### src/rtl/wdsup_pkg.sv
package wdsup_pkg;

  typedef enum logic [1:0] {
    ST_HOLD  = 2'd0,
    ST_RUN   = 2'd1,
    ST_PULSE = 2'd2
  } supState_t;

  typedef struct packed {
    logic wdClr;
    logic wdInc;
    logic settleClr;
    logic settleInc;
    logic pulseClr;
    logic pulseInc;
  } supStrobes_t;

  localparam logic [1:0] SEL_SHORT = 2'b00;
  localparam logic [1:0] SEL_MED   = 2'b01;
  localparam logic [1:0] SEL_LONG  = 2'b10;
  localparam logic [1:0] SEL_OFF   = 2'b11;

endpackage

### src/rtl/wdsup_counter.sv
module wdsup_counter #(
  parameter int W = 8
) (
  input  logic         clk,
  input  logic         rstN,
  input  logic         clr,
  input  logic         inc,
  output logic [W-1:0] count
);

  always_ff @(posedge clk or negedge rstN) begin
    if (!rstN) begin
      count <= '0;
    end else if (clr) begin
      count <= '0;
    end else if (inc) begin
      count <= count + 1'b1;
    end
  end

endmodule

### src/rtl/wdsup_datapath.sv
module wdsup_datapath
  import wdsup_pkg::*;
#(
  parameter int SHORT_LOG2   = 10,
  parameter int MED_LOG2     = 14,
  parameter int LONG_LOG2    = 17,
  parameter int SETTLE_TICKS = 1000,
  parameter int PULSE_TICKS  = 64
) (
  input  logic        clk,
  input  logic        rstN,
  input  supStrobes_t strobes,
  input  logic [1:0]  intervalSel,
  output logic        wdEnabled,
  output logic        wdAtLimit,
  output logic        settleAtEnd,
  output logic        pulseAtEnd
);

  localparam int WD_W     = LONG_LOG2;
  localparam int SETTLE_W = (SETTLE_TICKS > 1) ? $clog2(SETTLE_TICKS) : 1;
  localparam int PULSE_W  = (PULSE_TICKS > 1) ? $clog2(PULSE_TICKS) : 1;

  localparam logic [WD_W:0] LIM_SHORT = (WD_W+1)'(1) << SHORT_LOG2;
  localparam logic [WD_W:0] LIM_MED   = (WD_W+1)'(1) << MED_LOG2;
  localparam logic [WD_W:0] LIM_LONG  = (WD_W+1)'(1) << LONG_LOG2;

  localparam logic [SETTLE_W-1:0] SETTLE_LAST = SETTLE_W'(SETTLE_TICKS - 1);
  localparam logic [PULSE_W-1:0]  PULSE_LAST  = PULSE_W'(PULSE_TICKS - 1);

  logic [WD_W-1:0]     wdCount;
  logic [SETTLE_W-1:0] settleCount;
  logic [PULSE_W-1:0]  pulseCount;
  logic [WD_W:0]       wdLimit;

  wdsup_counter #(.W(WD_W)) uWdCnt (
    .clk  (clk),
    .rstN (rstN),
    .clr  (strobes.wdClr),
    .inc  (strobes.wdInc),
    .count(wdCount)
  );

  wdsup_counter #(.W(SETTLE_W)) uSettleCnt (
    .clk  (clk),
    .rstN (rstN),
    .clr  (strobes.settleClr),
    .inc  (strobes.settleInc),
    .count(settleCount)
  );

  wdsup_counter #(.W(PULSE_W)) uPulseCnt (
    .clk  (clk),
    .rstN (rstN),
    .clr  (strobes.pulseClr),
    .inc  (strobes.pulseInc),
    .count(pulseCount)
  );

  always_comb begin
    case (intervalSel)
      SEL_SHORT: wdLimit = LIM_SHORT;
      SEL_MED:   wdLimit = LIM_MED;
      SEL_LONG:  wdLimit = LIM_LONG;
      default:   wdLimit = LIM_LONG;
    endcase
  end

  // A greater-or-equal compare covers a switch to a shorter period mid-count.
  assign wdEnabled   = (intervalSel != SEL_OFF);
  assign wdAtLimit   = ({1'b0, wdCount} >= (wdLimit - 1'b1));
  assign settleAtEnd = (settleCount == SETTLE_LAST);
  assign pulseAtEnd  = (pulseCount == PULSE_LAST);

endmodule

### src/rtl/wdsup_ctrl.sv
module wdsup_ctrl
  import wdsup_pkg::*;
(
  input  logic        clk,
  input  logic        rstN,
  input  logic        kick,
  input  logic        supplyLow,
  input  logic        wdEnabled,
  input  logic        wdAtLimit,
  input  logic        settleAtEnd,
  input  logic        pulseAtEnd,
  output supStrobes_t strobes,
  output logic        running
);

  supState_t state, stateNext;

  always_ff @(posedge clk or negedge rstN) begin
    if (!rstN) state <= ST_HOLD;
    else       state <= stateNext;
  end

  always_comb begin
    stateNext = state;
    strobes   = '0;
    case (state)
      ST_RUN: begin
        strobes.wdClr = kick | ~wdEnabled;
        strobes.wdInc = ~strobes.wdClr;
        if (supplyLow) begin
          stateNext         = ST_HOLD;
          strobes.settleClr = 1'b1;
        end else if (strobes.wdInc && wdAtLimit) begin
          stateNext        = ST_PULSE;
          strobes.pulseClr = 1'b1;
          strobes.wdClr    = 1'b1;
          strobes.wdInc    = 1'b0;
        end
      end
      ST_PULSE: begin
        strobes.wdClr = 1'b1;
        if (supplyLow) begin
          stateNext         = ST_HOLD;
          strobes.settleClr = 1'b1;
        end else if (pulseAtEnd) begin
          stateNext = ST_RUN;
        end else begin
          strobes.pulseInc = 1'b1;
        end
      end
      default: begin
        strobes.wdClr = 1'b1;
        if (supplyLow) begin
          strobes.settleClr = 1'b1;
        end else if (settleAtEnd) begin
          stateNext = ST_RUN;
        end else begin
          strobes.settleInc = 1'b1;
        end
      end
    endcase
  end

  assign running = (state == ST_RUN);

endmodule

### src/rtl/wdt_supervisor.sv
module wdt_supervisor
  import wdsup_pkg::*;
#(
  parameter int SHORT_LOG2   = 10,
  parameter int MED_LOG2     = 14,
  parameter int LONG_LOG2    = 17,
  parameter int SETTLE_TICKS = 1000,
  parameter int PULSE_TICKS  = 64
) (
  input  logic       clk,
  input  logic       rstN,
  input  logic       kick,
  input  logic [1:0] intervalSel,
  input  logic       supplyLow,
  output logic       resetOut,
  output logic       resetOutN
);

  supStrobes_t strobes;
  logic wdEnabled, wdAtLimit, settleAtEnd, pulseAtEnd, running;

  wdsup_ctrl uCtrl (
    .clk        (clk),
    .rstN       (rstN),
    .kick       (kick),
    .supplyLow  (supplyLow),
    .wdEnabled  (wdEnabled),
    .wdAtLimit  (wdAtLimit),
    .settleAtEnd(settleAtEnd),
    .pulseAtEnd (pulseAtEnd),
    .strobes    (strobes),
    .running    (running)
  );

  wdsup_datapath #(
    .SHORT_LOG2  (SHORT_LOG2),
    .MED_LOG2    (MED_LOG2),
    .LONG_LOG2   (LONG_LOG2),
    .SETTLE_TICKS(SETTLE_TICKS),
    .PULSE_TICKS (PULSE_TICKS)
  ) uDp (
    .clk        (clk),
    .rstN       (rstN),
    .strobes    (strobes),
    .intervalSel(intervalSel),
    .wdEnabled  (wdEnabled),
    .wdAtLimit  (wdAtLimit),
    .settleAtEnd(settleAtEnd),
    .pulseAtEnd (pulseAtEnd)
  );

  // The supply flag bypasses the state register so reset follows it at once.
  assign resetOut  = ~running | supplyLow;
  assign resetOutN = ~resetOut;

endmodule

### config.mk
export PLATFORM = sky130hd
export DESIGN_NAME = wdt_supervisor
export DESIGN_NICKNAME = d
export VERILOG_FILES = /design/src/rtl/wdsup_pkg.sv /design/src/rtl/wdsup_counter.sv /design/src/rtl/wdsup_datapath.sv /design/src/rtl/wdsup_ctrl.sv /design/src/rtl/wdt_supervisor.sv
export SDC_FILE = /design/constraint.sdc
export NUM_CORES = 1
export LEC_CHECK = 0
export BUFFER_PORTS_ARGS = -buffer_cell sky130_fd_sc_hd__buf_2
export CAP_MARGIN = 10
export CORE_AREA = 2 2 71 73
export DETAILED_ROUTE_END_ITERATION = 8
export DIE_AREA = 0 0 73 75
export PLACE_DENSITY = 0.62
export RECOVER_POWER = 50
export SYNTH_ARGS = -nofsm -noshare
export SYNTH_HDL_FRONTEND = slang
export SYNTH_SLANG_ARGS = --single-unit
export TNS_END_PERCENT = 50
### constraint.sdc
create_clock -name clk -period 4.95 [get_ports clk]
set_clock_uncertainty 0.15 [all_clocks]
set_input_delay 0.7425 -clock clk [delete_from_list [all_inputs] [get_ports clk]]
set_output_delay 0.7425 -clock clk [all_outputs]
set_load 0.02 [all_outputs]
# Yosys cells after proc, flatten, opt, wreduce, memory -nomap -nowiden
# Cells that the tools add are included.
# classes
addsub,4
multipliers,0
n_div,0
magnitude_cmp,1
eq_ne,9
shifts,0
n_mux,28
bitwise_logic,6
reduce_logical,8
# op_table
operator,n
$pmux W18 S2,1
$mux W17,2
$mux W10,2
$ge A17 B18 Y1,1
$sub A18 B1 Y18 const B,1
$add A17 B1 Y17 const B,1
$mux W2,8
$mux W1,12
$mux W6,2
$add A10 B1 Y10 const B,1
$eq A10 B10 Y1 const B,1
$add A6 B1 Y6 const B,1
$eq A6 B6 Y1 const B,1
$reduce_bool A2 Y1,3
$eq A2 B1 Y1 const B,2
$not A1 Y1,4
$pmux W2 S2,1
$reduce_and A4 Y1,1
$ne A3 B1 Y1 const B,1
$ne A3 B2 Y1 const B,1
$ne A3 B3 Y1 const B,1
$reduce_bool A3 Y1,1
$eq A2 B2 Y1 const B,1
$logic_not A2 Y1,1
4 further kinds,5
# totals
regBits,35
latch_bits,0
ramBits,0
mem_bits_ro,0
input_bits,6
out_inout_bits,2
word_cells,60
mem_count,0

# Longest topological paths before layout
# Gate-level depths: netlist of the first run.
# depth
ltp_word,10
ltp_mapped,11

# Cells and area by module
# From an unflattened synthesis of the first run, not the netlist that was laid out.
# hier_totals
hier_cells,219
area_unflattened_um2,2167.1
# by_module_without_submodules
module,n_inst,cells_each,area_per_inst_um2,seq_area_each_um2
wdsup_counter at uDp.uWdCnt,1,85,872.1,425.4
wdsup_counter at uDp.uSettleCnt,1,47,495.5,250.2
wdsup_datapath,1,35,274.0,0.0
wdsup_counter at uDp.uPulseCnt,1,24,269.0,150.1
wdsup_ctrl,1,26,244.0,50.0
wdt_supervisor,1,2,12.5,0.0

# Least setup slack after synthesis of the first run
# Ideal clock, no wire load.
# synth_path
kind,input-to-reg
startpoint,in intervalSel[1]
endpoint,reg uDp.uWdCnt.count[16]
setup_ns,0.135
arrival_ns,2.821
required_ns,4.665
setup_slack_ns,1.844
stages,10
cell_sequence,nor2_1 inv_1 ha_1 ha_1 nand3_1 a2111oi_4 o2111ai_4 a31oi_4 buf_6 nor3_1
# synth_via
elab_chain_cells,9
elab_cells_between_ends,16
classes_between,1 x add/sub; 1 x order compare; 2 x eq/ne; 6 x mux; 3 x bitwise; 3 x reduce/logical
# synth_lines
element,line,source
start: declaration,wdt_supervisor.sv:13,"input logic [1:0] intervalSel,"
"$eq A2 B1 Y1, or another cell as far along",wdsup_datapath.sv:61,case (intervalSel)
$pmux W18 S2 / $not A1 Y1 (equally long branches),"wdsup_datapath.sv:61, wdsup_ctrl.sv:28",
$sub A18 B1 Y18 / $or A1 B1 Y1 (equally long branches),"wdsup_datapath.sv:71, wdsup_ctrl.sv:28",
$ge A17 B18 Y1 / $not A1 Y1 (equally long branches),"wdsup_datapath.sv:71, wdsup_ctrl.sv:29",
$logic_and A1 B1 Y1,wdsup_ctrl.sv:33,end else if (strobes.wdInc && wdAtLimit) begin
$mux W2,wdsup_ctrl.sv:33,
$mux W2 (*),wdsup_ctrl.sv:30,if (supplyLow) begin
$mux W1,wdsup_ctrl.sv:26,case (state)
$mux W17 / $reduce_bool A2 Y1 (equally long branches),n/a,
end signal: assignment,wdsup_counter.sv:17,count <= count + 1'b1;
end: declaration,wdsup_counter.sv:8,output logic [W-1:0] count
# Mark *: on every way between the ends. The rest lies on a longest branch, timed or not.
# A chain may end at the register's enable or synchronous reset.

# Worst setup path after layout of the first run
# layout_path
startpoint,in intervalSel[1]
endpoint,reg uDp.uWdCnt.count[1]
# Same word-level chain as after synthesis.

==> report_table.html, run 1 <==
<table>
<tr><th>Metric</th><th>Value</th></tr>
<tr><th colspan="2">Status</th></tr>
<tr><td>Outcome</td><td>complete, but fails checks</td></tr>
<tr><td>Violated checks</td><td>max-capacitance violations, max-slew violations</td></tr>
<tr><th colspan="2">STA</th></tr>
<tr><td>Slew Limit Fails</td><td>36</td></tr>
<tr><td>Final period demand of the worst path</td><td>3.19 ns</td></tr>
<tr><td>Post-route clock period utilization</td><td>64.4%</td></tr>
<tr><td>Max_slew headroom</td><td>-25.5%</td></tr>
<tr><td>Final setup violation count</td><td>0</td></tr>
<tr><td>FMAX</td><td>314 MHz</td></tr>
<tr><td>Unrepaired setup endpoints after global routing</td><td>false</td></tr>
<tr><td>TNS Setup</td><td>0 ns</td></tr>
<tr><td>Hold Vio Cnt, Final</td><td>0</td></tr>
<tr><td>Slew of the pin with the lowest slew margin</td><td>approximately 1.9 ns</td></tr>
<tr><td>Final Hold Slack</td><td>0.360 ns</td></tr>
<tr><th colspan="2">Clock tree</th></tr>
<tr><td>Largest buffer count on any clock path</td><td>2</td></tr>
<tr><td>Clk sinks</td><td>35</td></tr>
<tr><td>Clock latency of the later-clocked register in the worst-skew pair</td><td>0.29 ns</td></tr>
<tr><td>Total CTS buffers</td><td>5</td></tr>
<tr><td>Clock transition at path regs</td><td>0.07 ns</td></tr>
<tr><td>Number of buffers inserted by post-CTS setup repair</td><td>0</td></tr>
<tr><td>Hold_buf cts</td><td>0</td></tr>
<tr><td>Clock Tree Root</td><td>sky130_fd_sc_hd__clkbuf_8</td></tr>
<tr><td>CTS tree</td><td>built</td></tr>
<tr><td>Count of instances resized after the clock tree is built</td><td>0</td></tr>
<tr><td>Number of H-tree branching levels</td><td>2</td></tr>
<tr><th colspan="2">Floorplan</th></tr>
<tr><td>Overall die height</td><td>75 um</td></tr>
<tr><td>Boundary pin count</td><td>8</td></tr>
<tr><td>Horizontal die dimension</td><td>between 70 and 80 um</td></tr>
<tr><td>Floorplan Core Area</td><td>approximately 4700 um2</td></tr>
<tr><td>Initial core utilization</td><td>43.4%</td></tr>
<tr><td>Die footprint</td><td>about 5500 um2</td></tr>
<tr><td>Number of standard-cell rows in the floorplan</td><td>25</td></tr>
<tr><th colspan="2">GRT</th></tr>
<tr><td>Number of antenna violations at the first check in global routing</td><td>0</td></tr>
<tr><td>Vias in the first global route</td><td>1,285</td></tr>
<tr><td>Largest net degree at the start of global routing</td><td>36</td></tr>
<tr><td>GR Overflow Total</td><td>0</td></tr>
<tr><td>First-pass GRT wire length</td><td>6200 um</td></tr>
<tr><td>Total routing usage reported by global routing</td><td>14.8%</td></tr>
<tr><th colspan="2">Detailed routing</th></tr>
<tr><td>Total Routed Length</td><td>3500 um</td></tr>
<tr><td>Number of remaining DRC errors</td><td>0</td></tr>
<tr><td>Initial detailed-routing violation count</td><td>between 90 and 100</td></tr>
<tr><td>Final ANT Viol Nets</td><td>0</td></tr>
<tr><td>Total via count after detailed routing</td><td>1,438</td></tr>
<tr><td>Per-cell via count in the routed design</td><td>5.47</td></tr>
<tr><td>Routed WL per cell</td><td>about 13 um</td></tr>
<tr><td>Detailed Routing Iterations Pass 1</td><td>6</td></tr>
<tr><th colspan="2">Worst setup path</th></tr>
<tr><td>Depth of the worst register-to-register path</td><td>6</td></tr>
<tr><td>Critical path peak fanout</td><td>17</td></tr>
<tr><td>Critical register-to-register path endpoint</td><td>uDp.uWdCnt.count[1]</td></tr>
<tr><td>Crit Path Class</td><td>input port to flip-flop</td></tr>
<tr><td>Sort of element at the end of the critical path</td><td>flip-flop</td></tr>
<tr><td>Flop2flop setup slack</td><td>2.55 ns</td></tr>
<tr><td>Critical register-to-register path startpoint</td><td>uDp.uWdCnt.count[15]</td></tr>
<tr><td>Type of element launching the critical path</td><td>input port</td></tr>
<tr><td>Arrival time of data at the critical path endpoint</td><td>3.18 ns</td></tr>
<tr><td>Crit path required time</td><td>around 4.9 ns</td></tr>
<tr><th colspan="2">Flow run</th></tr>
<tr><td>Max-cap violation count</td><td>1</td></tr>
<tr><th colspan="2">Logic synthesis</th></tr>
<tr><td>Synthesized netlist cell count</td><td>198</td></tr>
<tr><td>Flop and latch count out of synthesis</td><td>35</td></tr>
<tr><td>Area of the mapped netlist</td><td>2020 um2</td></tr>
<tr><td>Number of flops mapped to enable cells by yosys</td><td>0</td></tr>
<tr><td>Post-Synthesis Net Count</td><td>213</td></tr>
<tr><td>Async SR Flop Fraction</td><td>100%</td></tr>
<tr><td>Leading register cell type out of synthesis</td><td>sky130_fd_sc_hd__dfrtp_1</td></tr>
<tr><td>Synthesized area per cell</td><td>10.2 um2</td></tr>
<tr><td>Warnings, synthesis</td><td>0</td></tr>
<tr><td>Portion of the post-synthesis area used by sequential elements</td><td>43.3%</td></tr>
<tr><td>Number of distinct library cells after synthesis</td><td>44</td></tr>
<tr><th colspan="2">Min path</th></tr>
<tr><td>Worst Hold Class</td><td>flip-flop to flip-flop</td></tr>
<tr><td>Worst hold path cell count</td><td>1</td></tr>
<tr><td>Startpoint of the lowest-slack hold path</td><td>uDp.uPulseCnt.count[4]</td></tr>
<tr><td>Hold endpoint</td><td>uDp.uPulseCnt.count[4]</td></tr>
<tr><th colspan="2">Pwr</th></tr>
<tr><td>Cell area power density</td><td>349 nW/um2</td></tr>
<tr><td>P_leak</td><td>0.000953 uW</td></tr>
<tr><td>Maximum resistive drop on vdd</td><td>0.152 mV</td></tr>
<tr><th colspan="2">Finish</th></tr>
<tr><td>Antenna fix cells</td><td>0</td></tr>
<tr><td>Final net count</td><td>223</td></tr>
<tr><td>Relative area change from synthesis to final layout</td><td>8.54%</td></tr>
<tr><td>Layout cell share with drive strength beyond 1</td><td>~13%</td></tr>
<tr><td>Most frequent cells in the layout</td><td>sky130_fd_sc_hd__dfrtp_1, sky130_fd_sc_hd__nor2_1, sky130_fd_sc_hd__nor3_1, sky130_fd_sc_hd__xor2_1, sky130_fd_sc_hd__nand2_1</td></tr>
<tr><td>Area occupied by multi-input gates</td><td>~1100 um2</td></tr>
<tr><td>Number of fill cells</td><td>435</td></tr>
<tr><td>Leading cell type in the layout, fill and taps excluded</td><td>sky130_fd_sc_hd__dfrtp_1</td></tr>
<tr><td>Area of all sequential standard cells</td><td>876 um2</td></tr>
<tr><th colspan="2">Place</th></tr>
<tr><td>Count of buffers from port buffering</td><td>7</td></tr>
<tr><td>Detailed-placement wirelength estimate</td><td>2500 um</td></tr>
<tr><td>Routability cong.</td><td>about 0.75</td></tr>
</table>
[kinds of logic (layout without fill, tap and decap cells)]
logic type	after synthesis	count (layout)	share of synthesized area (%)
AO/OA/AOI/OAI	20	20	10.2
flip-flops	35	35	43.3
multiplexers	3	3	1.49
buffers and inverters	9	20	2.35
adder cells (fa/ha/maj)	9	9	5.57
XOR/XNOR	25	25	10.8
AND/OR/NAND/NOR	97	97	26.3
[layout make-up]
| cell class | count | share of cell area (%) |
|---|---|---|
| well taps | 54 | 3.08 |
| repair buffers | 7 | 1.54 |
| multi-input cells | 154 | 50.0 |
| inverters | 5 | 0.856 |
| flip-flops and latches | 35 | 39.9 |
| clock buffers | 8 | 4.56 |
[flip-flops by register name, summed over array words and instances, names as in the netlist]
| name | count |
|---|---|
| uDp.uWdCnt.count | 17 |
| uDp.uPulseCnt.count | 6 |
| uDp.uSettleCnt.count | 10 |
| uCtrl.state | 2 |
[cell usage after synthesis (2+ instances only)]
cell,count,area (um2)
sky130_fd_sc_hd__nor2_1,18,67.6
sky130_fd_sc_hd__nand2_1,12,45.0
sky130_fd_sc_hd__xor2_1,18,158
sky130_fd_sc_hd__dfrtp_1,35,876
sky130_fd_sc_hd__nor3_2,2,20.0
sky130_fd_sc_hd__o21ai_0,2,10.0
sky130_fd_sc_hd__mux2i_1,3,30.0
sky130_fd_sc_hd__and3_1,6,37.5
sky130_fd_sc_hd__and3_2,5,37.5
sky130_fd_sc_hd__nor3_1,18,90.1
sky130_fd_sc_hd__or3_1,2,12.5
sky130_fd_sc_hd__and4_1,3,26.3
sky130_fd_sc_hd__nor2b_1,2,12.5
sky130_fd_sc_hd__ha_1,9,113
sky130_fd_sc_hd__nand2b_1,4,25.0
sky130_fd_sc_hd__xnor2_1,7,61.3
sky130_fd_sc_hd__inv_1,5,18.8
sky130_fd_sc_hd__nand4_1,9,56.3
sky130_fd_sc_hd__a21oi_1,5,25.0
sky130_fd_sc_hd__nand3_1,9,45.0
[per-stage QoR]
| step | instances | power [uW] | instance area [um2] | utilization [%] | setup WS [ns] |
|---|---|---|---|---|---|
| 6_report | 263 | 766 | 2190 | 47.1 | 1.76 |
| 5_1_grt | 263 | 815 | 2190 | 47.1 | 1.45 |
| 4_1_cts | 263 | 778 | 2190 | 47.1 | 1.72 |
| 3_5_place_dp | 255 | 547 | 2090 | 44.9 | 1.39 |
| 3_3_place_gp | 255 | 543 | 2090 | 44.9 | 1.48 |
| 2_1_floorplan | 198 | 496 | 2020 | - | 1.84 |
[worst max-delay path by stage]
stage | start | slack (ns) | end | cells after the start
2_1_floorplan | intervalSel[1] | 1.84 | uDp.uWdCnt.count[16] | 10
3_3_place_gp | intervalSel[1] | 1.48 | uDp.uWdCnt.count[1] | 10
3_5_place_dp | intervalSel[1] | 1.39 | uDp.uWdCnt.count[7] | 11
4_1_cts | intervalSel[1] | 1.72 | uDp.uWdCnt.count[7] | 11
5_1_grt | intervalSel[1] | 1.45 | uDp.uWdCnt.count[7] | 11
6_report | intervalSel[1] | 1.76 | uDp.uWdCnt.count[1] | 10
[where the power goes]
group	internal, uW	switching (uW)
clock network	127	101
logic	78.3	115
registers	316	29.2
[per-layer routing]
metal  vias to the layer above  wire length, um  track usage, %  part of all wire (%)
met5                         -                0               0                     0
met4                         0               76            7.41                   2.2
met3                         7              115            3.21                   3.3
met2                        17             1580            21.3                    45
met1                       677             1730            21.0                    49
li1                        737                -               -                     -
[critical path, cell delays in order]
cell                        delay [ns]
sky130_fd_sc_hd__buf_2            0.15
sky130_fd_sc_hd__nor2_1           0.22
sky130_fd_sc_hd__inv_1            0.11
sky130_fd_sc_hd__ha_1             0.31
sky130_fd_sc_hd__ha_1             0.27
sky130_fd_sc_hd__nand3_1          0.12
sky130_fd_sc_hd__a2111oi_4        0.39
sky130_fd_sc_hd__o2111ai_4        0.23
sky130_fd_sc_hd__a31oi_4          0.52
sky130_fd_sc_hd__nor3b_1          0.11
No activity file was read; power rests on OpenSTA's default activity.
==> inputs of run 2 (changes only) <==
Settings changed: PLACE_DENSITY 0.62 to 0.64.
Clock period 4.95 ns to 2.8 ns, I/O delays scaled along.
==> run 2 against run 1 <==
Against the previous run:
- the flow still finishes with violations (max-capacitance violations, max-slew violations)
- wire length rose by 6.9%
- sequential power rose by 78%
- combinational power rose by 88%
- via count rose by 5.1%
- worst setup slack got worse by 1.6 ns
- sequential cell count did not move
- non-clock buffer count rose by 11
- clock power rose by 52%
- count of clock-buffer cells in the layout fell by 1
- first-iteration DRC count fell by 3.1%
- die area did not move
- critical path type unchanged
==> report_table.html, run 2 (synthesis gave the netlist of run 1 again) <==
<table>
<tr><th>Metric</th><th>Value</th></tr>
<tr><th colspan="2">Clock tree</th></tr>
<tr><td>Clock latency of the later-clocked register in the worst-skew pair</td><td>0.28 ns (about the same)</td></tr>
<tr><td>CTS tree</td><td>built</td></tr>
<tr><td>Count of instances resized after the clock tree is built</td><td>0 (unchanged)</td></tr>
<tr><td>Hold_buf cts</td><td>0 (unchanged)</td></tr>
<tr><td>Clock Tree Root</td><td>sky130_fd_sc_hd__clkbuf_8</td></tr>
<tr><td>Largest buffer count on any clock path</td><td>2 (unchanged)</td></tr>
<tr><td>Number of H-tree branching levels</td><td>2 (unchanged)</td></tr>
<tr><td>Number of buffers inserted by post-CTS setup repair</td><td>0 (unchanged)</td></tr>
<tr><td>Clock transition at path regs</td><td>0.07 ns (about the same)</td></tr>
<tr><td>Clk sinks</td><td>35 (unchanged)</td></tr>
<tr><td>Total CTS buffers</td><td>5 (unchanged)</td></tr>
<tr><th colspan="2">GRT</th></tr>
<tr><td>Vias in the first global route</td><td>1,412 (+9.9%)</td></tr>
<tr><td>First-pass GRT wire length</td><td>6450 um (+4.0%)</td></tr>
<tr><td>Total routing usage reported by global routing</td><td>15.5% (+0.67 points)</td></tr>
<tr><td>Largest net degree at the start of global routing</td><td>36 (unchanged)</td></tr>
<tr><td>GR Overflow Total</td><td>0 (unchanged)</td></tr>
<tr><td>Number of antenna violations at the first check in global routing</td><td>0 (unchanged)</td></tr>
<tr><th colspan="2">Worst setup path</th></tr>
<tr><td>Series of cell instances along the critical path</td><td>buf_2 &gt; nor2_1 &gt; inv_1 &gt; ha_1 &gt; ha_1 &gt; nand3_1 &gt; a2111oi_4 &gt; o2111ai_4 &gt; a311oi_4 &gt; nor2_1</td></tr>
<tr><td>Critical path peak fanout</td><td>6 (-11)</td></tr>
<tr><td>Arrival time of data at the critical path endpoint</td><td>2.61 ns (-0.57 ns)</td></tr>
<tr><td>Critical path's slowest cell</td><td>sky130_fd_sc_hd__a311oi_4</td></tr>
<tr><td>Kind of cell adding the most delay to the critical path</td><td>compound AO/OA/AOI/OAI gates</td></tr>
<tr><td>Max stage delay on crit path</td><td>0.47 ns (-0.05 ns)</td></tr>
<tr><td>Worst path buffer plus inverter count</td><td>2 (unchanged)</td></tr>
<tr><td>Sort of element at the end of the critical path</td><td>flip-flop</td></tr>
<tr><td>Crit Path Class</td><td>input port to flip-flop</td></tr>
<tr><td>Type of element launching the critical path</td><td>input port</td></tr>
<tr><td>Crit path required time</td><td>2.80 ns (-2.14 ns)</td></tr>
<tr><th colspan="2">STA</th></tr>
<tr><td>Final setup violation count</td><td>0 (unchanged)</td></tr>
<tr><td>Max_slew headroom</td><td>-26.7% (-1.1 points)</td></tr>
<tr><td>Slew Limit Fails</td><td>36 (unchanged)</td></tr>
<tr><td>Unrepaired setup endpoints after global routing</td><td>false</td></tr>
<tr><td>FMAX</td><td>approximately 380 MHz</td></tr>
<tr><td>Post-route clock period utilization</td><td>93.3%</td></tr>
<tr><td>Final period demand of the worst path</td><td>2.61 ns</td></tr>
<tr><td>Hold Vio Cnt, Final</td><td>0 (unchanged)</td></tr>
<tr><td>Final worst-path setup slack</td><td>0.188 ns (-1.57 ns)</td></tr>
<tr><td>Slew of the pin with the lowest slew margin</td><td>1.90 ns (+0.0171 ns)</td></tr>
<tr><td>Final Hold Slack</td><td>0.366 ns (+0.00621 ns)</td></tr>
<tr><th colspan="2">Detailed routing</th></tr>
<tr><td>Total Routed Length</td><td>3740 um (+6.9%)</td></tr>
<tr><td>Number of remaining DRC errors</td><td>0 (unchanged)</td></tr>
<tr><td>Initial detailed-routing violation count</td><td>94 (-3.1%)</td></tr>
<tr><td>Total via count after detailed routing</td><td>1,511 (+5.1%)</td></tr>
<tr><td>Per-cell via count in the routed design</td><td>5.51 (+0.86%)</td></tr>
<tr><td>Routed WL per cell</td><td>13.7 um (+2.6%)</td></tr>
<tr><td>Detailed Routing Iterations Pass 1</td><td>4 (-2)</td></tr>
<tr><td>Final ANT Viol Nets</td><td>0 (unchanged)</td></tr>
<tr><th colspan="2">Status</th></tr>
<tr><td>Outcome</td><td>complete, but fails checks</td></tr>
<tr><td>Violated checks</td><td>max-capacitance violations, max-slew violations</td></tr>
<tr><th colspan="2">Place</th></tr>
<tr><td>Worst slack at placement</td><td>-0.127 ns (-1.51 ns)</td></tr>
<tr><td>Detailed-placement wirelength estimate</td><td>2670 um (+7.0%)</td></tr>
<tr><td>DP Area</td><td>2190 um2 (+4.5%)</td></tr>
<tr><td>Routability cong.</td><td>0.749 (+0.54%)</td></tr>
<tr><td>Number of placed instances with taps included</td><td>266 (+4.3%)</td></tr>
<tr><td>Count of buffers from port buffering</td><td>7 (unchanged)</td></tr>
<tr><th colspan="2">Pwr</th></tr>
<tr><td>P_leak</td><td>0.000998 uW (+4.8%)</td></tr>
<tr><td>Maximum resistive drop on vdd</td><td>0.229 mV (+50%)</td></tr>
<tr><td>Cell area power density</td><td>582 nW/um2 (+67%)</td></tr>
<tr><td>Overall power of the completed layout</td><td>1320 uW (+72%)</td></tr>
<tr><th colspan="2">Finish</th></tr>
<tr><td>Number of flip-flops under the largest register name</td><td>17 (unchanged)</td></tr>
<tr><td>Final instance count without filler cells</td><td>274 (+4.2%)</td></tr>
<tr><td>Total non-filler cell area in the finished layout</td><td>2270 um2 (+3.5%)</td></tr>
<tr><td>Most frequent cells in the layout</td><td>sky130_fd_sc_hd__dfrtp_1, sky130_fd_sc_hd__nor2_1, sky130_fd_sc_hd__nor3_1, sky130_fd_sc_hd__xor2_1, sky130_fd_sc_hd__nand2_1</td></tr>
<tr><td>Final net count</td><td>234 (+4.9%)</td></tr>
<tr><td>Antenna fix cells</td><td>0 (unchanged)</td></tr>
<tr><td>Top reg by flops</td><td>uDp.uWdCnt.count</td></tr>
<tr><td>Relative area change from synthesis to final layout</td><td>12.3%</td></tr>
<tr><td>Leading cell type in the layout, fill and taps excluded</td><td>sky130_fd_sc_hd__dfrtp_1</td></tr>
<tr><td>Registers with the highest flip-flop counts</td><td>uDp.uWdCnt.count x17, uDp.uSettleCnt.count x10, uDp.uPulseCnt.count x6</td></tr>
<tr><td>Layout cell share with drive strength beyond 1</td><td>17.3% (+3.9 points)</td></tr>
<tr><th colspan="2">Floorplan</th></tr>
<tr><td>Boundary pin count</td><td>8 (unchanged)</td></tr>
<tr><td>Number of standard-cell rows in the floorplan</td><td>25 (unchanged)</td></tr>
<tr><td>Overall die height</td><td>75 um (unchanged)</td></tr>
<tr><td>Initial core utilization</td><td>43.4% (unchanged)</td></tr>
<tr><td>Floorplan Core Area</td><td>4660 um2 (unchanged)</td></tr>
<tr><td>Die footprint</td><td>5480 um2 (unchanged)</td></tr>
<tr><td>Horizontal die dimension</td><td>73 um (unchanged)</td></tr>
<tr><th colspan="2">Min path</th></tr>
<tr><td>Worst Hold Class</td><td>input port to flip-flop</td></tr>
<tr><th colspan="2">Flow run</th></tr>
<tr><td>Max-cap violation count</td><td>1 (unchanged)</td></tr>
</table>
-- run 2: final cells by class --
cell class | count | area [um2]
sequential | 35 | 876
inverter | 5 | 18.8
clock buffer | 7 | 76.3
timing repair buffer | 18 | 129
fill | 436 | 2390
tap | 54 | 67.6
multi-input combinational | 154 | 1100
clock inverter | 1 | 5.00
-- run 2: worst register-to-register path, delay by kind of cell, from the launching register on --
| kind | cells | cell delay (ns) |
|---|---|---|
| flops | 1 | 0.42 |
| fa+ha+maj | 1 | 0.31 |
| compound gates | 3 | 1.07 |
| simple gates | 2 | 0.25 |
-- run 2: through the flow --
| stage | setup TNS [ns] | util, % |
|---|---|---|
| 2_1_floorplan | 0 | - |
| 3_3_place_gp | -0.228 | 47.0 |
| 3_5_place_dp | -1.07 | 47.0 |
| 4_1_cts | 0 | 48.7 |
| 5_1_grt | 0 | 48.7 |
| 6_report | 0 | 48.7 |
-- run 2: path summary, 6_finish.rpt --
kind | startpoint | endpoint | slack (ns) | cells past startpoint
max in group asynchronous | rstN | uDp.uSettleCnt.count[2] | 0.90 | 1
min | supplyLow | uDp.uSettleCnt.count[5] | 0.37 | 2
min in group asynchronous | rstN | uDp.uWdCnt.count[15] | 0.50 | 1
max | intervalSel[1] | uDp.uPulseCnt.count[0] | 0.19 | 10
min reg2reg | uDp.uWdCnt.count[0] | uDp.uWdCnt.count[0] | 0.37 | 1
max reg2reg | uDp.uWdCnt.count[15] | uDp.uPulseCnt.count[0] | 0.46 | 6
-- run 2: per-layer routing --
layer	share of wire [%]	wire [um]	up-vias	track usage, %
met3	2.3	85	6	4.02
met4	1.9	70	0	6.79
met1	51	1900	735	20.4
met2	45	1680	14	24.1
li1	-	-	756	-
met5	0	0	-	0
-- run 2: report_power, final --
| group | internal (uW) | leakage (uW) | switching (uW) |
|---|---|---|---|
| Combinational | 147 | 0.000474 | 214 |
| Clock | 174 | 0.0000422 | 172 |
| Sequential | 559 | 0.000482 | 54.0 |
| Total | 881 | 0.000998 | 440 |
==> inputs of run 3 (changes only) <==
Settings changed: RECOVER_POWER 50 to 100.
==> run 3 against run 2 <==
Against the previous run:
- the run still ends with max-capacitance violations, max-slew violations left
- via count increased by 0.60%
- register-to-register slack improved by 0.02 ns
- wire length is 0.48% lower
- combinational power hardly changed
- final cell count unchanged
- global-route usage stayed put
- cell area fell by 1.4%
- sequential cell count stayed put
- first-iteration DRC count is 1.1% lower
- core utilization is 0.70 points lower
==> report_table.html, run 3 (synthesis gave the netlist of run 1 again) <==
<table>
<tr><th>Metric</th><th>Value</th></tr>
<tr><th colspan="2">Floorplan</th></tr>
<tr><td>Number of standard-cell rows in the floorplan</td><td>25 (unchanged)</td></tr>
<tr><td>Boundary pin count</td><td>8 (unchanged)</td></tr>
<tr><td>Initial core utilization</td><td>43.4% (unchanged)</td></tr>
<tr><td>Horizontal die dimension</td><td>73 um (unchanged)</td></tr>
<tr><td>Overall die height</td><td>75 um (unchanged)</td></tr>
<tr><td>Floorplan Core Area</td><td>4660 um2 (unchanged)</td></tr>
<tr><td>Die footprint</td><td>5480 um2 (unchanged)</td></tr>
<tr><th colspan="2">GRT</th></tr>
<tr><td>GR Overflow Total</td><td>0 (unchanged)</td></tr>
<tr><td>Largest net degree at the start of global routing</td><td>36 (unchanged)</td></tr>
<tr><td>Total routing usage reported by global routing</td><td>15.5% (unchanged)</td></tr>
<tr><td>Number of antenna violations at the first check in global routing</td><td>0 (unchanged)</td></tr>
<tr><td>First-pass GRT wire length</td><td>6450 um (unchanged)</td></tr>
<tr><td>Vias in the first global route</td><td>1,412 (unchanged)</td></tr>
<tr><th colspan="2">STA</th></tr>
<tr><td>Post-route clock period utilization</td><td>92.7% (-0.60 points)</td></tr>
<tr><td>Final setup violation count</td><td>0 (unchanged)</td></tr>
<tr><td>Unrepaired setup endpoints after global routing</td><td>false</td></tr>
<tr><td>Final period demand of the worst path</td><td>2.59 ns (-0.0169 ns)</td></tr>
<tr><td>Final worst-path setup slack</td><td>0.205 ns (+0.0169 ns)</td></tr>
<tr><td>Slew of the pin with the lowest slew margin</td><td>1.91 ns (+0.00885 ns)</td></tr>
<tr><td>Max_slew headroom</td><td>-27.3% (-0.59 points)</td></tr>
<tr><td>TNS Setup</td><td>0 ns (unchanged)</td></tr>
<tr><td>Slew Limit Fails</td><td>36 (unchanged)</td></tr>
<tr><td>FMAX</td><td>385 MHz (+0.65%)</td></tr>
<tr><td>Final Hold Slack</td><td>0.354 ns (-0.0122 ns)</td></tr>
<tr><td>Hold Vio Cnt, Final</td><td>0 (unchanged)</td></tr>
<tr><th colspan="2">Clock tree</th></tr>
<tr><td>Clock transition at path regs</td><td>0.07 ns (about the same)</td></tr>
<tr><td>Clock Tree Root</td><td>sky130_fd_sc_hd__clkbuf_8</td></tr>
<tr><td>CTS tree</td><td>built</td></tr>
<tr><td>Number of buffers inserted by post-CTS setup repair</td><td>0 (unchanged)</td></tr>
<tr><td>Number of H-tree branching levels</td><td>2 (unchanged)</td></tr>
<tr><td>Clk sinks</td><td>35 (unchanged)</td></tr>
<tr><td>Largest buffer count on any clock path</td><td>2 (unchanged)</td></tr>
<tr><td>Total CTS buffers</td><td>5 (unchanged)</td></tr>
<tr><td>Hold_buf cts</td><td>0 (unchanged)</td></tr>
<tr><td>Count of instances resized after the clock tree is built</td><td>0 (unchanged)</td></tr>
<tr><td>Clock latency of the later-clocked register in the worst-skew pair</td><td>0.28 ns (about the same)</td></tr>
<tr><th colspan="2">Place</th></tr>
<tr><td>Worst slack at placement</td><td>-0.127 ns (unchanged)</td></tr>
<tr><td>Detailed-placement wirelength estimate</td><td>2670 um (unchanged)</td></tr>
<tr><td>Routability cong.</td><td>0.749 (unchanged)</td></tr>
<tr><td>DP Area</td><td>2190 um2 (unchanged)</td></tr>
<tr><td>Count of buffers from port buffering</td><td>7 (unchanged)</td></tr>
<tr><th colspan="2">Detailed routing</th></tr>
<tr><td>Total Routed Length</td><td>3720 um (-0.48%)</td></tr>
<tr><td>Per-cell via count in the routed design</td><td>5.55 (+0.60%)</td></tr>
<tr><td>Total via count after detailed routing</td><td>1,520 (+0.60%)</td></tr>
<tr><td>Detailed Routing Iterations Pass 1</td><td>4 (unchanged)</td></tr>
<tr><td>Routed WL per cell</td><td>13.6 um (-0.48%)</td></tr>
<tr><td>Number of remaining DRC errors</td><td>0 (unchanged)</td></tr>
<tr><td>Final ANT Viol Nets</td><td>0 (unchanged)</td></tr>
<tr><td>Initial detailed-routing violation count</td><td>93 (-1.1%)</td></tr>
<tr><th colspan="2">Finish</th></tr>
<tr><td>Registers with the highest flip-flop counts</td><td>uDp.uWdCnt.count x17, uDp.uSettleCnt.count x10, uDp.uPulseCnt.count x6</td></tr>
<tr><td>Antenna fix cells</td><td>0 (unchanged)</td></tr>
<tr><td>Total non-filler cell area in the finished layout</td><td>2240 um2 (-1.4%)</td></tr>
<tr><td>Relative area change from synthesis to final layout</td><td>10.7%</td></tr>
<tr><td>Most frequent cells in the layout</td><td>sky130_fd_sc_hd__dfrtp_1, sky130_fd_sc_hd__nor3_1, sky130_fd_sc_hd__nor2_1, sky130_fd_sc_hd__xor2_1, sky130_fd_sc_hd__nand2_1</td></tr>
<tr><td>Leading cell type in the layout, fill and taps excluded</td><td>sky130_fd_sc_hd__dfrtp_1</td></tr>
<tr><td>Final net count</td><td>234 (unchanged)</td></tr>
<tr><td>Layout cell share with drive strength beyond 1</td><td>14.1% (-3.2 points)</td></tr>
<tr><td>Number of flip-flops under the largest register name</td><td>17 (unchanged)</td></tr>
<tr><td>Top reg by flops</td><td>uDp.uWdCnt.count</td></tr>
<tr><th colspan="2">Worst setup path</th></tr>
<tr><td>Critical register-to-register path startpoint</td><td>uDp.uWdCnt.count[15]</td></tr>
<tr><td>Type of element launching the critical path</td><td>input port</td></tr>
<tr><td>Crit path required time</td><td>2.79 ns (about the same)</td></tr>
<tr><td>Critical register-to-register path endpoint</td><td>uDp.uWdCnt.count[8]</td></tr>
<tr><td>Arrival time of data at the critical path endpoint</td><td>2.59 ns (-0.02 ns)</td></tr>
<tr><td>Depth of the worst register-to-register path</td><td>7 (+1)</td></tr>
<tr><td>Flop2flop setup slack</td><td>0.48 ns (+0.02 ns)</td></tr>
<tr><td>Crit Path Class</td><td>input port to flip-flop</td></tr>
<tr><td>Sort of element at the end of the critical path</td><td>flip-flop</td></tr>
<tr><td>Critical path peak fanout</td><td>17 (+11)</td></tr>
<tr><th colspan="2">Status</th></tr>
<tr><td>Violated checks</td><td>max-capacitance violations, max-slew violations</td></tr>
<tr><td>Outcome</td><td>complete, but fails checks</td></tr>
<tr><th colspan="2">Min path</th></tr>
<tr><td>Startpoint of the lowest-slack hold path</td><td>supplyLow</td></tr>
<tr><td>Worst hold path cell count</td><td>2 (unchanged)</td></tr>
<tr><td>Worst Hold Class</td><td>input port to flip-flop</td></tr>
<tr><td>Hold endpoint</td><td>uDp.uSettleCnt.count[5]</td></tr>
<tr><th colspan="2">Flow run</th></tr>
<tr><td>Max-cap violation count</td><td>1 (unchanged)</td></tr>
<tr><th colspan="2">Pwr</th></tr>
<tr><td>Maximum resistive drop on vdd</td><td>0.230 mV (+0.40%)</td></tr>
<tr><td>P_leak</td><td>0.000985 uW (-1.3%)</td></tr>
<tr><td>Cell area power density</td><td>590 nW/um2 (+1.3%)</td></tr>
<tr><td>Overall power of the completed layout</td><td>1320 uW (-0.14%)</td></tr>
</table>
-- run 3: power breakdown --
group	internal [uW]	switching [uW]	total [uW]
logic	145	214	359
clock network	174	172	347
registers	559	54.3	613
total	878	441	1320
-- run 3: routing by layer --
metal  global-route usage, %  routed length, um
met5                       0                  0
met4                    6.79                 70
met3                    4.02                 89
met2                    24.1               1680
met1                    20.4               1890
-- run 3: area by class of cell --
type / count / area [um2]
multi-input cells: 154 / 1070
fillers: 442 / 2420
clock inverters: 1 / 5.00
inverters: 5 / 18.8
repair buffers: 18 / 121
well taps: 54 / 67.6
clock buffers: 7 / 76.3
flip-flops and latches: 35 / 876
-- run 3: how the worst max path moves through the flow --
stage	start	endpoint	cells after the start
after floorplan	intervalSel[1]	uDp.uWdCnt.count[16]	10
after global placement	intervalSel[1]	uDp.uPulseCnt.count[1]	10
after detailed placement	intervalSel[1]	uDp.uPulseCnt.count[4]	10
after CTS	intervalSel[1]	uDp.uPulseCnt.count[0]	10
after global routing	intervalSel[0]	uDp.uWdCnt.count[8]	11
final	intervalSel[1]	uDp.uWdCnt.count[8]	11
-- run 3: critical path, cell delays in order --
cell	delay, ns
sky130_fd_sc_hd__buf_2	0.11
sky130_fd_sc_hd__nor2_1	0.13
sky130_fd_sc_hd__inv_1	0.08
sky130_fd_sc_hd__ha_1	0.29
sky130_fd_sc_hd__ha_1	0.27
sky130_fd_sc_hd__nand3_1	0.13
sky130_fd_sc_hd__a2111oi_4	0.39
sky130_fd_sc_hd__o2111ai_4	0.19
sky130_fd_sc_hd__a31oi_1	0.31
sky130_fd_sc_hd__buf_12	0.19
sky130_fd_sc_hd__nor3_1	0.06
-- run 3: per-stage QoR --
| stage | cells | utilization [%] |
|---|---|---|
| after floorplan | 198 | - |
| after global placement | 266 | 47.0 |
| after detailed placement | 266 | 47.0 |
| after CTS | 274 | 48.7 |
| after global routing | 274 | 48.0 |
| final | 274 | 48.0 |
